## config.mk

```make
export PLATFORM = sky130hd
export DESIGN_NAME = fsk_mapper
export DESIGN_NICKNAME = d
export VERILOG_FILES = /design/src/rtl/fsk_pkg.sv /design/src/rtl/fsk_sine_rom.sv /design/src/rtl/fsk_dwell_timer.sv /design/src/rtl/fsk_bit_sequencer.sv /design/src/rtl/fsk_mapper.sv
export SDC_FILE = /design/constraint.sdc
export NUM_CORES = 1
export LEC_CHECK = 0
export ABC_AREA = 1
export BUFFER_PORTS_ARGS = -buffer_cell sky130_fd_sc_hd__buf_2
export CAP_MARGIN = 20
export CORE_MARGIN = 5
export CORE_UTILIZATION = 60
export DETAILED_ROUTE_END_ITERATION = 7
export PLACE_DENSITY = 0.81
export RECOVER_POWER = 100
export SETUP_SLACK_MARGIN = 0.1
export SLEW_MARGIN = 20
export SYNTH_ARGS = -nofsm -noshare
export SYNTH_HDL_FRONTEND = slang
export SYNTH_SLANG_ARGS = --single-unit
```

## constraint.sdc

```tcl
create_clock -name clk -period 5.2 [get_ports clk]
set_clock_uncertainty 0.15 [all_clocks]
set_input_delay 0.52 -clock clk [delete_from_list [all_inputs] [get_ports clk]]
set_output_delay 0.52 -clock clk [all_outputs]
set_load 0.02 [all_outputs]
```

## src/rtl/fsk_pkg.sv

```systemverilog
package fsk_pkg;
  localparam int DEGREES = 360;
  localparam int HALF    = DEGREES / 2;
  localparam int DEG_W   = $clog2(DEGREES);
  localparam int HI_W    = $clog2(HALF + 1);

  // Truncated amplitude * sin(deg), evaluated at elaboration only.
  function automatic int sine_trunc(input int deg, input int amp);
    real ang;
    real val;
    ang = 3.14159265358979323846 * real'(deg) / real'(HALF);
    val = real'(amp) * $sin(ang);
    return $rtoi(val);
  endfunction
endpackage

```

## src/rtl/fsk_sine_rom.sv

```systemverilog
module fsk_sine_rom
  import fsk_pkg::*;
#(
  parameter int CODE_W = 16,
  parameter int AMP    = 26208
) (
  input  logic [DEG_W-1:0]  deg,
  output logic [CODE_W-1:0] code
);
  localparam int ROWS = 2 ** HI_W;

  logic [CODE_W-1:0] half_tbl [ROWS];
  logic              mirror;
  logic [HI_W-1:0]   idx;

  // First half of the wave, degrees 0..HALF; unused rows are zero.
  for (genvar g = 0; g < ROWS; g++) begin : g_row
    if (g <= HALF) begin : g_live
      assign half_tbl[g] = CODE_W'(sine_trunc(g, AMP));
    end else begin : g_pad
      assign half_tbl[g] = '0;
    end
  end

  // Second half is the bitwise complement of the first.
  always_comb begin
    mirror = (deg > DEG_W'(HALF));
    idx    = mirror ? HI_W'(deg - DEG_W'(HALF)) : HI_W'(deg);
    code   = mirror ? ~half_tbl[idx] : half_tbl[idx];
  end
endmodule

```

## src/rtl/fsk_dwell_timer.sv

```systemverilog
module fsk_dwell_timer #(
  parameter int DWELL_W = 16
) (
  input  logic               clk,
  input  logic               rst_n,
  input  logic               load,
  input  logic [DWELL_W-1:0] load_val,
  input  logic               adv,
  output logic               step
);
  logic [DWELL_W-1:0] period_q, period_d;
  logic [DWELL_W-1:0] cnt_q, cnt_d;

  always_comb begin
    step     = adv && (cnt_q == period_q - DWELL_W'(1));
    period_d = period_q;
    cnt_d    = cnt_q;
    if (load) begin
      period_d = load_val;
      cnt_d    = '0;
    end else if (adv) begin
      cnt_d = step ? '0 : cnt_q + DWELL_W'(1);
    end
  end

  always_ff @(posedge clk or negedge rst_n) begin
    if (!rst_n) begin
      period_q <= DWELL_W'(1);
      cnt_q    <= '0;
    end else begin
      period_q <= period_d;
      cnt_q    <= cnt_d;
    end
  end

  AST_DWELL_BOUND: assert property (@(posedge clk) disable iff (!rst_n)
    cnt_q < period_q);
endmodule

```

## src/rtl/fsk_bit_sequencer.sv

```systemverilog
module fsk_bit_sequencer
  import fsk_pkg::*;
#(
  parameter int WORD_W  = 32,
  parameter int DWELL_W = 16,
  localparam int KEEP_W = WORD_W / 8,
  localparam int BIT_W  = $clog2(WORD_W)
) (
  input  logic               clk,
  input  logic               rst_n,
  input  logic [DWELL_W-1:0] dwell_one,
  input  logic [DWELL_W-1:0] dwell_zero,
  input  logic [WORD_W-1:0]  in_data,
  input  logic [KEEP_W-1:0]  in_keep,
  input  logic               in_valid,
  input  logic               in_last,
  input  logic               out_ready,
  output logic               busy,
  output logic [DEG_W-1:0]   deg,
  output logic               on_last_bit,
  output logic               word_last
);
  logic              busy_q, busy_d;
  logic [WORD_W-1:0] word_q, word_d;
  logic              last_q, last_d;
  logic [BIT_W-1:0]  bit_q, bit_d;
  logic [DEG_W-1:0]  deg_q, deg_d;

  logic accept, adv, step, at_top, bit_end, at_last_bit, word_end, load, next_bit;
  logic [DWELL_W-1:0] raw_dwell, load_val;

  fsk_dwell_timer #(.DWELL_W(DWELL_W)) u_timer (
    .clk(clk), .rst_n(rst_n), .load(load), .load_val(load_val),
    .adv(adv), .step(step)
  );

  always_comb begin
    accept      = in_valid && (&in_keep) && !busy_q;
    adv         = busy_q && out_ready;
    at_top      = (deg_q == DEG_W'(DEGREES - 1));
    bit_end     = step && at_top;
    at_last_bit = (bit_q == BIT_W'(WORD_W - 1));
    word_end    = bit_end && at_last_bit;
    load        = accept || (bit_end && !at_last_bit);
    next_bit    = accept ? in_data[0] : word_q[1];
    raw_dwell   = next_bit ? dwell_one : dwell_zero;
    load_val    = (raw_dwell == '0) ? DWELL_W'(1) : raw_dwell;

    busy_d = busy_q;
    word_d = word_q;
    last_d = last_q;
    bit_d  = bit_q;
    deg_d  = deg_q;
    if (accept) begin
      busy_d = 1'b1;
      word_d = in_data;
      last_d = in_last;
      bit_d  = '0;
      deg_d  = '0;
    end else if (adv && step) begin
      deg_d = at_top ? '0 : deg_q + DEG_W'(1);
      if (bit_end) begin
        word_d = word_q >> 1;
        bit_d  = at_last_bit ? '0 : bit_q + BIT_W'(1);
        if (word_end) busy_d = 1'b0;
      end
    end
  end

  always_ff @(posedge clk or negedge rst_n) begin
    if (!rst_n) begin
      busy_q <= 1'b0;
      word_q <= '0;
      last_q <= 1'b0;
      bit_q  <= '0;
      deg_q  <= '0;
    end else begin
      busy_q <= busy_d;
      word_q <= word_d;
      last_q <= last_d;
      bit_q  <= bit_d;
      deg_q  <= deg_d;
    end
  end

  assign busy        = busy_q;
  assign deg         = deg_q;
  assign on_last_bit = busy_q && at_last_bit;
  assign word_last   = last_q;

  AST_DEG_RANGE: assert property (@(posedge clk) disable iff (!rst_n)
    deg_q < DEG_W'(DEGREES));
  AST_BIT_STARTS_AT_ZERO: assert property (@(posedge clk) disable iff (!rst_n)
    (busy_q && bit_q != $past(bit_q)) |-> deg_q == '0);
  AST_ACCEPT_NEEDS_KEEP: assert property (@(posedge clk) disable iff (!rst_n)
    $rose(busy_q) |-> $past(in_valid && (&in_keep)));
endmodule

```

## src/rtl/fsk_mapper.sv

```systemverilog
module fsk_mapper
  import fsk_pkg::*;
#(
  parameter int WORD_W  = 32,
  parameter int CODE_W  = 16,
  parameter int DWELL_W = 16,
  parameter int AMP     = 26208,
  localparam int KEEP_W = WORD_W / 8
) (
  input  logic               clk,
  input  logic               rst_n,
  input  logic [DWELL_W-1:0] dwell_one,
  input  logic [DWELL_W-1:0] dwell_zero,
  input  logic [WORD_W-1:0]  in_data,
  input  logic [KEEP_W-1:0]  in_keep,
  input  logic               in_valid,
  input  logic               in_last,
  output logic               in_ready,
  output logic [CODE_W-1:0]  out_code,
  output logic               out_valid,
  output logic               out_last,
  input  logic               out_ready,
  output logic               word_done
);
  logic             busy, on_last_bit, word_last;
  logic [DEG_W-1:0] deg;

  fsk_bit_sequencer #(.WORD_W(WORD_W), .DWELL_W(DWELL_W)) u_seq (
    .clk(clk), .rst_n(rst_n), .dwell_one(dwell_one), .dwell_zero(dwell_zero),
    .in_data(in_data), .in_keep(in_keep), .in_valid(in_valid),
    .in_last(in_last), .out_ready(out_ready), .busy(busy), .deg(deg),
    .on_last_bit(on_last_bit), .word_last(word_last)
  );

  fsk_sine_rom #(.CODE_W(CODE_W), .AMP(AMP)) u_rom (
    .deg(deg), .code(out_code)
  );

  assign in_ready  = !busy;
  assign out_valid = busy;
  assign word_done = on_last_bit;
  assign out_last  = on_last_bit && word_last;

  AST_STALL_HOLDS: assert property (@(posedge clk) disable iff (!rst_n)
    (out_valid && !out_ready) |=> ($stable(out_code) && $stable(word_done)));
endmodule

```

; ---- Yosys cells after proc, flatten, opt, wreduce, memory -nomap -nowiden
; Memories as Yosys holds them, arrays and structs flattened.
; Index checks and enable logic that the tools add are counted.
[op_classes]
addsub = 5
n_mul = 0
div_mod_pow = 0
n_lt_le_gt_ge = 2
n_eq_ne = 3
n_shift = 0
muxes = 24
bitwise = 2
reduce_logical = 21
[op_table]
columns = cell, n
row1 = 2-to-1 mux 16 bit, 8
row2 = 2-to-1 mux 32 bit, 3
row3 = 2-to-1 mux 9 bit, 3
row4 = 2-to-1 mux 5 bit, 4
row5 = "adder 16 x 1 -> 16 bit, second input constant", 1
row6 = == test 16 bit, 1
row7 = zero test 16 bit, 1
row8 = inverter 16 bit, 1
row9 = "subtractor 16 x 1 -> 16 bit, second input constant", 1
row10 = logical AND 1 bit, 10
row11 = "adder 9 x 1 -> 9 bit, second input constant", 1
row12 = "== test 9 bit, second input constant", 1
row13 = ">= comparator 9 bit, second input constant", 1
row14 = "greater-than comparator 9 x 8 -> 1 bit, second input constant", 1
row15 = inverter 8 -> 9 bit, 1
row16 = 2-to-1 mux 8 bit, 1
row17 = nonzero test 2 bit, 4
row18 = "subtractor 8 bit, second input constant", 1
row19 = "adder 5 x 1 -> 5 bit, second input constant", 1
row20 = "== test 5 bit, second input constant", 1
row21 = 2-to-1 mux 1 bit, 5
row22 = AND reduction 4 bit, 1
row23 = AND reduction 3 bit, 1
row24 = zero test 1 bit, 2
row25 = other kinds (2), 2
[word_totals]
regBits = 80
latch_bits = 0
ram_bits = 0
romBits = 4096
word_cells = 65
memories = 1
[mem_list]
columns = name, depth, width, read_ports, rd_clocked_by_memory_dff, write_ports, line
row1 = (name not given), 256, 16, 1, 0, 0, fsk_sine_rom.sv:29  ; code = mirror ? ~half_tbl[idx] : half_tbl[idx];

; ---- Logic depth before layout (Yosys ltp)
; Gate-level depths: netlist of run 1.
[logic_depth]
ltp_word = 9
depth_mapped = 23
depth_no_buf = 21

; ---- Modules after synthesis
; Synthesis of run 1 repeated with hierarchy kept, for this count alone.
[hier_totals]
hier_cells = 1539
area_unflattened_um2 = 8972.4
[modules_own_cells]
columns = mod, n_inst, cells_each, area_per_inst_um2, seq_area_each_um2
row1 = fsk_sine_rom, 1, 829, 3903.7, 0.0
row2 = fsk_bit_sequencer, 1, 352, 2606.2, 1176.1
row3 = fsk_dwell_timer, 1, 355, 2451.1, 802.0
row4 = fsk_mapper, 1, 3, 11.3, 0.0

; ---- Least setup slack after synthesis of run 1
; No wires, ideal clock.
[synth_path]
path_type = reg-to-output
startpoint = reg u_seq.deg_q[0], in the netlist u_seq.deg[0]
endpoint = out out_code[13]
arrival_time_ns = 3.434
t_required_ns = 4.530
slack_ns = 1.096
stages_incl_launch_ff = 22
n_path_buf = 3
cell_sequence = dfrtp_1 clkbuf_1 inv_1 clkbuf_1 ha_1 nand2_1 inv_1 nand3_4 nand2_8 nand2_4 nand2_4 buf_6 ha_1 inv_1 ha_1 a21oi_1 nor2_1 nand2_1 o21ai_1 nand2_1 o21ai_1 xor2_1
[synth_between]
elab_chain_len = 8
elab_cells_between_ends = 9
[synth_lines]
columns = element, line
row1 = from (decl), fsk_bit_sequencer.sv:27  ; logic [DEG_W-1:0] deg_q, deg_d;
row2 = from (signal assigned), fsk_bit_sequencer.sv:82  ; deg_q <= deg_d;
row3 = subtractor 8 bit / greater-than comparator 9 x 8 -> 1 bit (equally long branches), "fsk_sine_rom.sv:28, fsk_sine_rom.sv:27"
row4 = 2-to-1 mux 8 bit, fsk_sine_rom.sv:28  ; idx = mirror ? HI_W'(deg - DEG_W'(HALF)) : HI_W'(deg);
row5 = inverter 8 -> 9 bit (implied by the code), fsk_sine_rom.sv:29
row6 = memory read (256 x 16 bit), --
row7 = 2-to-1 mux 16 bit (implied by the code) (2 in series), fsk_sine_rom.sv:29
row8 = inverter 16 bit, fsk_sine_rom.sv:29
row9 = 2-to-1 mux 16 bit *, fsk_sine_rom.sv:29
row10 = to (decl), fsk_mapper.sv:19  ; output logic [CODE_W-1:0] out_code,
; Mark *: on every way between the ends. The rest lies on a longest branch, timed or not. The select of a mux whose other input is x is not followed.

; ---- Worst setup path after layout of run 1
[layout_path]
startpoint = reg u_seq.deg_q[0], in the netlist u_seq.deg[0]
endpoint = out out_code[5]
; The elaborated chain is that of the path after synthesis.

==> impl_metrics.yaml, run 1 <==
die:
  rows: 43
  pin_count: 93
  die_w_um: 130.1
  fp.dieH_um: 130.1
  die_area_um2: 16910
  initial_core_util_pct: 61.82
  coreArea_um2: 13990
global_route:
  grt_pass1_wl_mm: 53.16
  grt_max_degree: 80
  grt_usage_pct: 40.06
  grt_pass1_vias: 9936
  top_usage_layer: "met2"
  grt_antenna_before_repair: 0
  met2_usage_pct: 64.06
  met3_usage_pct: 8.228
  gr-total-overflow: 0
  use_met1_pct: 49.25
logic_synthesis:
  synth_warnings: 0
  synth_fa_ha_area_share_pct: 3.328
  synthXorXnorAreaFrac_pct: 4.109
  ys_types: 51
  ys_seq_area_share_pct: 22.88
  synth_top_family_by_area: "simple AND/OR/NAND/NOR gates"
  synth-simple-area-share_pct: 48.21
  muxShareOfSynthArea_pct: 1.953
  synth_nets: 1496
  syn_inst: 1400
  synth_compound_area_share_pct: 9.984
  ys_ff_latch: 79
  synth_area_um2: 8647
  syn_area_per_cell_um2: 6.176
final_layout:
  multi_input_area_um2: 5814
  num_antenna_cells: 0
  fin_nets: 1557
  nFillCells: 1222
  seq_area_um2: 1978
  final_layout_size_suffix_gt1_share_pct: 13.98
  finalNonFillerCells: 1646
  syn_to_final_growth_pct: 8.074
worst_setup_path:
  arrival_ns: 4.26
  slowest_delay_ns: 0.54
  cp-start-kind: "flip-flop"
  crit_path_start: "u_seq.deg[0]"
  crit_fanout: 25
  path_depth: 20
  worstPathCellList: "inv_1, ha_1, nand2_1, inv_1, nand3_4, nand2_8, nand2_2, nand2_2, buf_4, nand2_4, inv_2, nand2_1, nand2_1, nor2_1, nand2_1, nand2_1, nand2_1, nand2_1, nand2_1, clkbuf_1"
  crit_buf_inv: 5
  r2r-start: "u_seq.u_timer.period_q[0]"
  endpoint_kind: "primary output"
  cpLargestDelayFamily: "simple AND/OR/NAND/NOR gates"
  path_common_cell: "nand2_1"
  r2r_cells: 17
  cp.required_ns: 4.53
  worstSetupPathType: "flip-flop to primary output"
  slowest_stage: "dfrtp_1"
pwr:
  swShare_pct: 34.21
  leakagePower_nw: 4.900
  pwr-share-seq_pct: 38.2
  p_comb_share_pct: 24.5
  internal_power_mw: 1.176
  p_per_area_nw_per_um2: 191.3
  p_sw_mw: 0.6115
  p_clk_share_pct: 37.2
  vdd_drop_max_mv: 0.2095
clocking:
  path_clk_slew_ns: 0.07
  cts-root-buf: "clkbuf_16"
  cts_tree: "built"
  clock_sinks: 79
  clk_path_buf_depth: 2
  h-tree-depth: 3
  numCtsBuffers: 9
  clock_latency_ns: 0.34
hold_path:
  hold_path_class: "input pin to flip-flop"
  hold_depth: 3
  worst_hold_startpoint: "in_data[31]"
placement:
  dp_hpwl_mm: 23.39
  portBuffers: 92
  gp_congestion: 1.138
  place_inst: 1628
outcome:
  status: "finished with violations"
  violations: "max-capacitance violations, max-slew violations"
sta:
  fin_crit_sh_pct: 94.77
  setup_viol: 0
  slew_viol_final: 60
  fmax_mhz: 202.9
  rsz0062_at_grt: "no"
  period_minus_slack_ns: 4.928
  max_slew_margin_pct: -72.23
  worst_pin_slew_ns: 2.583
  setup_tns_ns: 0
  hold_viol: 0
run:
  maxCapViolCount: 1
drt:
  drt-total-wl_mm: 34.06
  wl_per_cell_um: 20.69
  via_per_inst: 6.380
  drt_iter0_drc: 1415
  drc_errors: 0
  postRouteAntennaNets: 0
  vias: 10500
  first_pass_iters: 7
[layout make-up]
type / instances / area share (%)
Clock inverter: 7 / 0.8569
Clock buffer: 9 / 2.410
Inverter: 94 / 3.802
Sequential cell: 79 / 21.17
Tap cell: 180 / 2.410
Timing Repair Buffer: 118 / 7.136
Multi-Input combinational cell: 1159 / 62.22
[metal layers]
metal | wire length, µm | vias to the layer above | part of all wire, %
li1 | - | 4666 | -
met1 | 11870 | 4763 | 35
met2 | 15670 | 873 | 46
met3 | 4089 | 199 | 12
met4 | 2426 | 0 | 7.1
met5 | 0 | - | 0
[sequential cells by signal, summed over array words and instances, names as in the netlist]
signal and count:
u_seq.busy 1, u_seq.bit_q 5, u_seq.deg 9, u_seq.u_timer.cnt_q 16, u_seq.word_last 1, u_seq.word_q 31
u_seq.u_timer.period_q 16
[cells in the final DEF (no fill, tap or decap), types with 15 or more instances in the layout]
cell,netlist,routed
dfrtp_1,78,78
buf_2,24,81
a21oi_1,38,38
nor2_1,100,101
nand2_1,551,554
nand4_1,24,24
xor2_1,28,28
inv_1,80,82
o21ai_0,74,81
ha_1,23,23
buf_4,10,20
nand3_1,171,171
o21ai_1,23,16
mux2_2,15,15
[worst min-delay path, cell delays in order]
cell and delay, ns:
buf_2 0.07, nand2_1 0.04, o21ai_0 0.06
[power groups by stage]
stage	sequential [mW]	clock, mW	combinational (mW)
floorplan	0.682	0	0.287
global placement	0.690	0	0.405
detailed placement	0.691	0	0.415
CTS	0.681	0.661	0.421
global route	0.687	0.692	0.473
finish	0.683	0.666	0.439
[repair_timing]
item / 4_1_cts / 5_1_grt
buffers inserted: 0 / 0
hold buffers: 0 / 1
hold endpoints to repair: 0 / 20
gates resized for setup: 0 / 0
[path summary, 6_finish.rpt]
kind | end | slack [ns]
max in group asynchronous | u_seq.u_timer.cnt_q[13] | 0.95
max | out_code[5] | 0.27
min in group asynchronous | u_seq.u_timer.period_q[3] | 0.78
min | u_seq.word_q[31] | 0.24
max reg2reg | u_seq.word_q[8] | 0.72
min reg2reg | u_seq.word_q[1] | 0.37
[metrics by stage]
| step | hold slack [ns] | area [µm²] | setup slack [ns] | power [mW] | util [%] |
|---|---|---|---|---|---|
| floorplan | 0.07441 | 8647 | 1.096 | 0.9687 | - |
| global placement | 0.3173 | 9071 | 1.135 | 1.095 | 64.85 |
| detailed placement | 0.3288 | 9071 | 1.015 | 1.106 | 64.85 |
| CTS | 0.2251 | 9376 | 0.6557 | 1.763 | 67.03 |
| global route | 0.2806 | 9345 | 0.1689 | 1.852 | 66.81 |
| finish | 0.2368 | 9345 | 0.2718 | 1.787 | 66.81 |
[Yosys cell counts (all sizes together)]
cell / n / area [µm²]
and2: 1 / 6.260
dfrtp: 78 / 1952
dfstp: 1 / 26.28
a21boi: 1 / 7.510
o2111ai: 1 / 8.760
inv: 94 / 355.4
nand3: 188 / 1071
a31o: 1 / 8.760
mux2: 15 / 168.9
clkbuf: 16 / 62.56
a21o: 1 / 7.510
xnor2: 10 / 87.58
a31oi: 2 / 12.51
nand4: 24 / 150.1
nor3: 12 / 65.06
buf: 52 / 406.6
a22oi: 2 / 20.02
nand2: 574 / 2281
or2: 2 / 12.52
o31ai: 1 / 7.510
nand3b: 4 / 30.03
a22o: 1 / 8.760
o22ai: 8 / 50.05
o21ai: 99 / 503.0
o211ai: 4 / 30.03
xnor3: 1 / 22.52
a21oi: 39 / 198.9
and3: 2 / 12.51
nor2: 115 / 540.5
ha: 23 / 287.8
xor2: 28 / 245.2
[kinds of logic (layout without fill, tap and decap cells)]
| logic type | after synthesis | in the layout |
|---|---|---|
| xor+xnor | 39 | 39 |
| mux | 15 | 15 |
| simple gates | 922 | 922 |
| fa+ha+maj | 23 | 23 |
| buf+inv | 162 | 228 |
| compound gates | 160 | 160 |
| flops | 79 | 79 |
Note: power is estimated with default switching activity, not from simulation.
==> inputs of run 2 (changes only) <==
SYNTH_HIERARCHICAL = 1   (was not set)
==> run 2 against run 1 <==
  * Largest power group unchanged
  * Utilization decreased by 0.67 points
  * Critical path depth decreased by 2
  * Maximum frequency increased by 1.9%
  * Clock power decreased by 6.3%
  * Cell count increased by 7.8%
  * Flip-flop and latch count unchanged
  * Critical path type unchanged
  * Register-to-register slack got worse by 0.29 ns
  * The flow still finishes with violations (max-capacitance violations, max-slew violations)
  * Global-route usage decreased by 2.4 points
  * Highest routed layer unchanged
  * Worst hold slack got worse by 0.013 ns
  * Routed wire length decreased by 0.59%
  * Combinational power decreased by 30%
  * Critical endpoint is now out_code[1]
==> impl_metrics.yaml, run 2 <==
outcome:
  status: "finished with violations"
  violations: "max-capacitance violations, max-slew violations"
drt:
  via_per_inst: 6.182
  drt_iter0_drc: 1835
  first_pass_iters: 7
  wl_per_cell_um: 19.07
  drc_errors: 0
  drt-total-wl_mm: 33.86
  postRouteAntennaNets: 0
  vias: 10970
final_layout:
  final_layout_size_suffix_gt1_share_pct: 12.76
  nFillCells: 1331
  fin_nets: 1681
  largest_register_ffs: 31
  largest-register: "u_seq/word_q"
  multi_input_area_um2: 6125
  stdcell_area_um2: 9649
  seq_area_um2: 1978
  final_cell_mix: "596 x nand2_1, 218 x nand3_1, 132 x nor2_1, 103 x inv_1, 84 x buf_2"
  final_common_cell: "nand2_1"
  top_regs: "u_seq/word_q: 31 flops, u_seq/u_timer/cnt_q: 16 flops, u_seq/u_timer/period_q: 16 flops"
  syn_to_final_growth_pct: 7.544
  num_antenna_cells: 0
sta:
  worst_pin_slew_ns: 2.198
  max_slew_margin_pct: -46.54
  period_minus_slack_ns: 4.838
  fin_crit_sh_pct: 93.04
  slew_viol_final: 127
  setup_tns_ns: 0
  rsz0062_at_grt: "no"
  hold_viol: 0
  fmax_mhz: 206.7
  setup_viol: 0
pwr:
  pwr-share-seq_pct: 42.5
  p_per_area_nw_per_um2: 168.1
  vdd_drop_max_mv: 0.1544
  p_comb_share_pct: 19.1
  swShare_pct: 32.65
  p_sw_mw: 0.5298
  leakagePower_nw: 5.036
  p_clk_share_pct: 38.5
  internal_power_mw: 1.093
global_route:
  grt_antenna_before_repair: 0
  grt_usage_pct: 37.61
  grt_pass1_vias: 10120
  grt_pass1_wl_mm: 53.74
  gr-total-overflow: 0
  grt_max_degree: 80
logic_synthesis:
  yosys-top-cells-count: "597 x nand2_1, 217 x nand3_1, 132 x nor2_1"
  ys_types: 49
  synthArstFlopShare_pct: 100.0
  netlist.area_leader.share_pct: 24.98
  synth_warnings: 6
  synth_edf_count: 0
  synthTopCellsByArea: "nand2_1 25%, dfrtp_1 22%, nand3_1 12%"
  synth_nets: 1634
  synth_area_um2: 8972
  synth_area_leader_cell: "nand2_1"
  ys_ff_latch: 79
  syn_inst: 1539
  synth_flop_cell: "dfrtp_1"
  ys_seq_area_share_pct: 22.05
  synth_most_common_cell: "nand2_1"
  syn_area_per_cell_um2: 5.830
placement:
  placed_cell_area_um2: 9373
  portBuffers: 92
  dp_hpwl_mm: 24.72
  gp_congestion: 1.094
clocking:
  clock_latency_ns: 0.36
  cts_tree: "built"
  clock_sinks: 79
  cts-root-buf: "clkbuf_16"
  numCtsBuffers: 9
  clk_path_buf_depth: 2
  h-tree-depth: 3
  path_clk_slew_ns: 0.07
hold_path:
  min_to: "u_seq/word_last"
  worst_hold_startpoint: "in_last"
  hold_depth: 3
  hold_path_class: "input pin to flip-flop"
worst_setup_path:
  ff2ff_setup_slack_ns: 0.43
  endpoint_kind: "primary output"
  cp.required_ns: 4.53
  arrival_ns: 4.17
  r2r-start: "u_seq/u_timer/period_q[0]"
  worstSetupPathType: "flip-flop to primary output"
  r2r_cells: 17
  cp-start-kind: "flip-flop"
  crit_fanout: 33
  crit-reg2reg-capture: "u_seq/word_q[23]"
run:
  maxCapViolCount: 3
die:
  fp.dieH_um: 132.3
  coreArea_um2: 14590
  initial_core_util_pct: 61.50
  die_area_um2: 17500
  pin_count: 93
  die_w_um: 132.3
  rows: 44
run 2: area by class of cell:
class                   count  share of cell area (%)
flip-flops and latches     79                   20.50
inverters                 121                   4.707
multi-input cells        1266                   63.47
clock inverters             7                  0.6872
clock buffers               9                   2.334
repair buffers            109                   5.913
well taps                 184                   2.386
run 2: worst max-delay path by stage:
| stage | start | endpoint | depth (start not counted) |
|---|---|---|---|
| floorplan | u_seq/deg[0] | out_code[11] | 16 |
| global placement | u_seq/deg[0] | out_code[2] | 18 |
| detailed placement | u_seq/deg[0] | out_code[7] | 17 |
| CTS | u_seq/deg[0] | out_code[7] | 17 |
| global route | u_seq/u_timer/period_q[0] | u_seq/word_q[2] | 17 |
| finish | u_seq/deg[0] | out_code[1] | 18 |
run 2: repair_timing:
item | 4_1_cts | 5_1_grt
buffers inserted | 0 | 0
hold buffers | 0 | 0
resized for setup | 0 | 5
setup endpoints to repair | 0 | 12
run 2: kinds of logic (layout without fill, tap and decap cells):
| family | after synthesis | after routing | synth area share (%) |
|---|---|---|---|
| buf+inv | 194 | 246 | 9.845 |
| simple gates | 1040 | 1040 | 50.75 |
| fa+ha+maj | 22 | 22 | 3.068 |
| mux | 3 | 3 | 0.3765 |
| compound gates | 187 | 187 | 12.34 |
| xor+xnor | 14 | 14 | 1.576 |
| flops | 79 | 79 | 22.05 |
run 2: power by group through the flow:
| stage | Sequential [mW] | Clock [mW] | Combinational (mW) |
|---|---|---|---|
| after floorplan | 0.685 | 0 | 0.204 |
| after global placement | 0.695 | 0 | 0.292 |
| after detailed placement | 0.698 | 0 | 0.300 |
| after CTS | 0.687 | 0.628 | 0.302 |
| after global routing | 0.694 | 0.663 | 0.344 |
| final | 0.689 | 0.624 | 0.309 |
run 2: metal layers:
metal	vias up	global-route usage, %	wire (µm)	share of wire [%]
met1	4884	51.44	13290	39
met2	831	56.15	14480	43
met5	-	0	0	0
li1	5087	-	-	-
met3	171	9.466	4251	13
met4	0	16.74	1836	5.4
run 2: critical path, cell delays in order (launching register included):
cell and delay, ns:
dfrtp_1 0.56, inv_2 0.26, ha_1 0.32, nand3_4 0.17, nand2_4 0.34, nand2_1 0.11
nand2_2 0.23, buf_4 0.43, nand2_1 0.14, inv_1 0.21, o21ai_0 0.20, nand4_1 0.19
nand2_1 0.08, nand2_1 0.07, nand2_1 0.05, nand2_1 0.06, nand3_1 0.06, nand2_1 0.09
clkbuf_1 0.24
run 2: through the flow:
stage                     utilization [%]  power [mW]  instances  setup slack (ns)  hold slack [ns]
after floorplan                         -      0.8888       1539             1.678          0.07441
after global placement              64.25      0.9873       1758            0.7462           0.3139
after global routing                66.14       1.701       1775            0.1015           0.2495
after CTS                           66.24       1.617       1774            0.3082           0.2233
final                               66.14       1.622       1775            0.3618           0.2235
after detailed placement            64.25      0.9973       1758            0.6826           0.3466
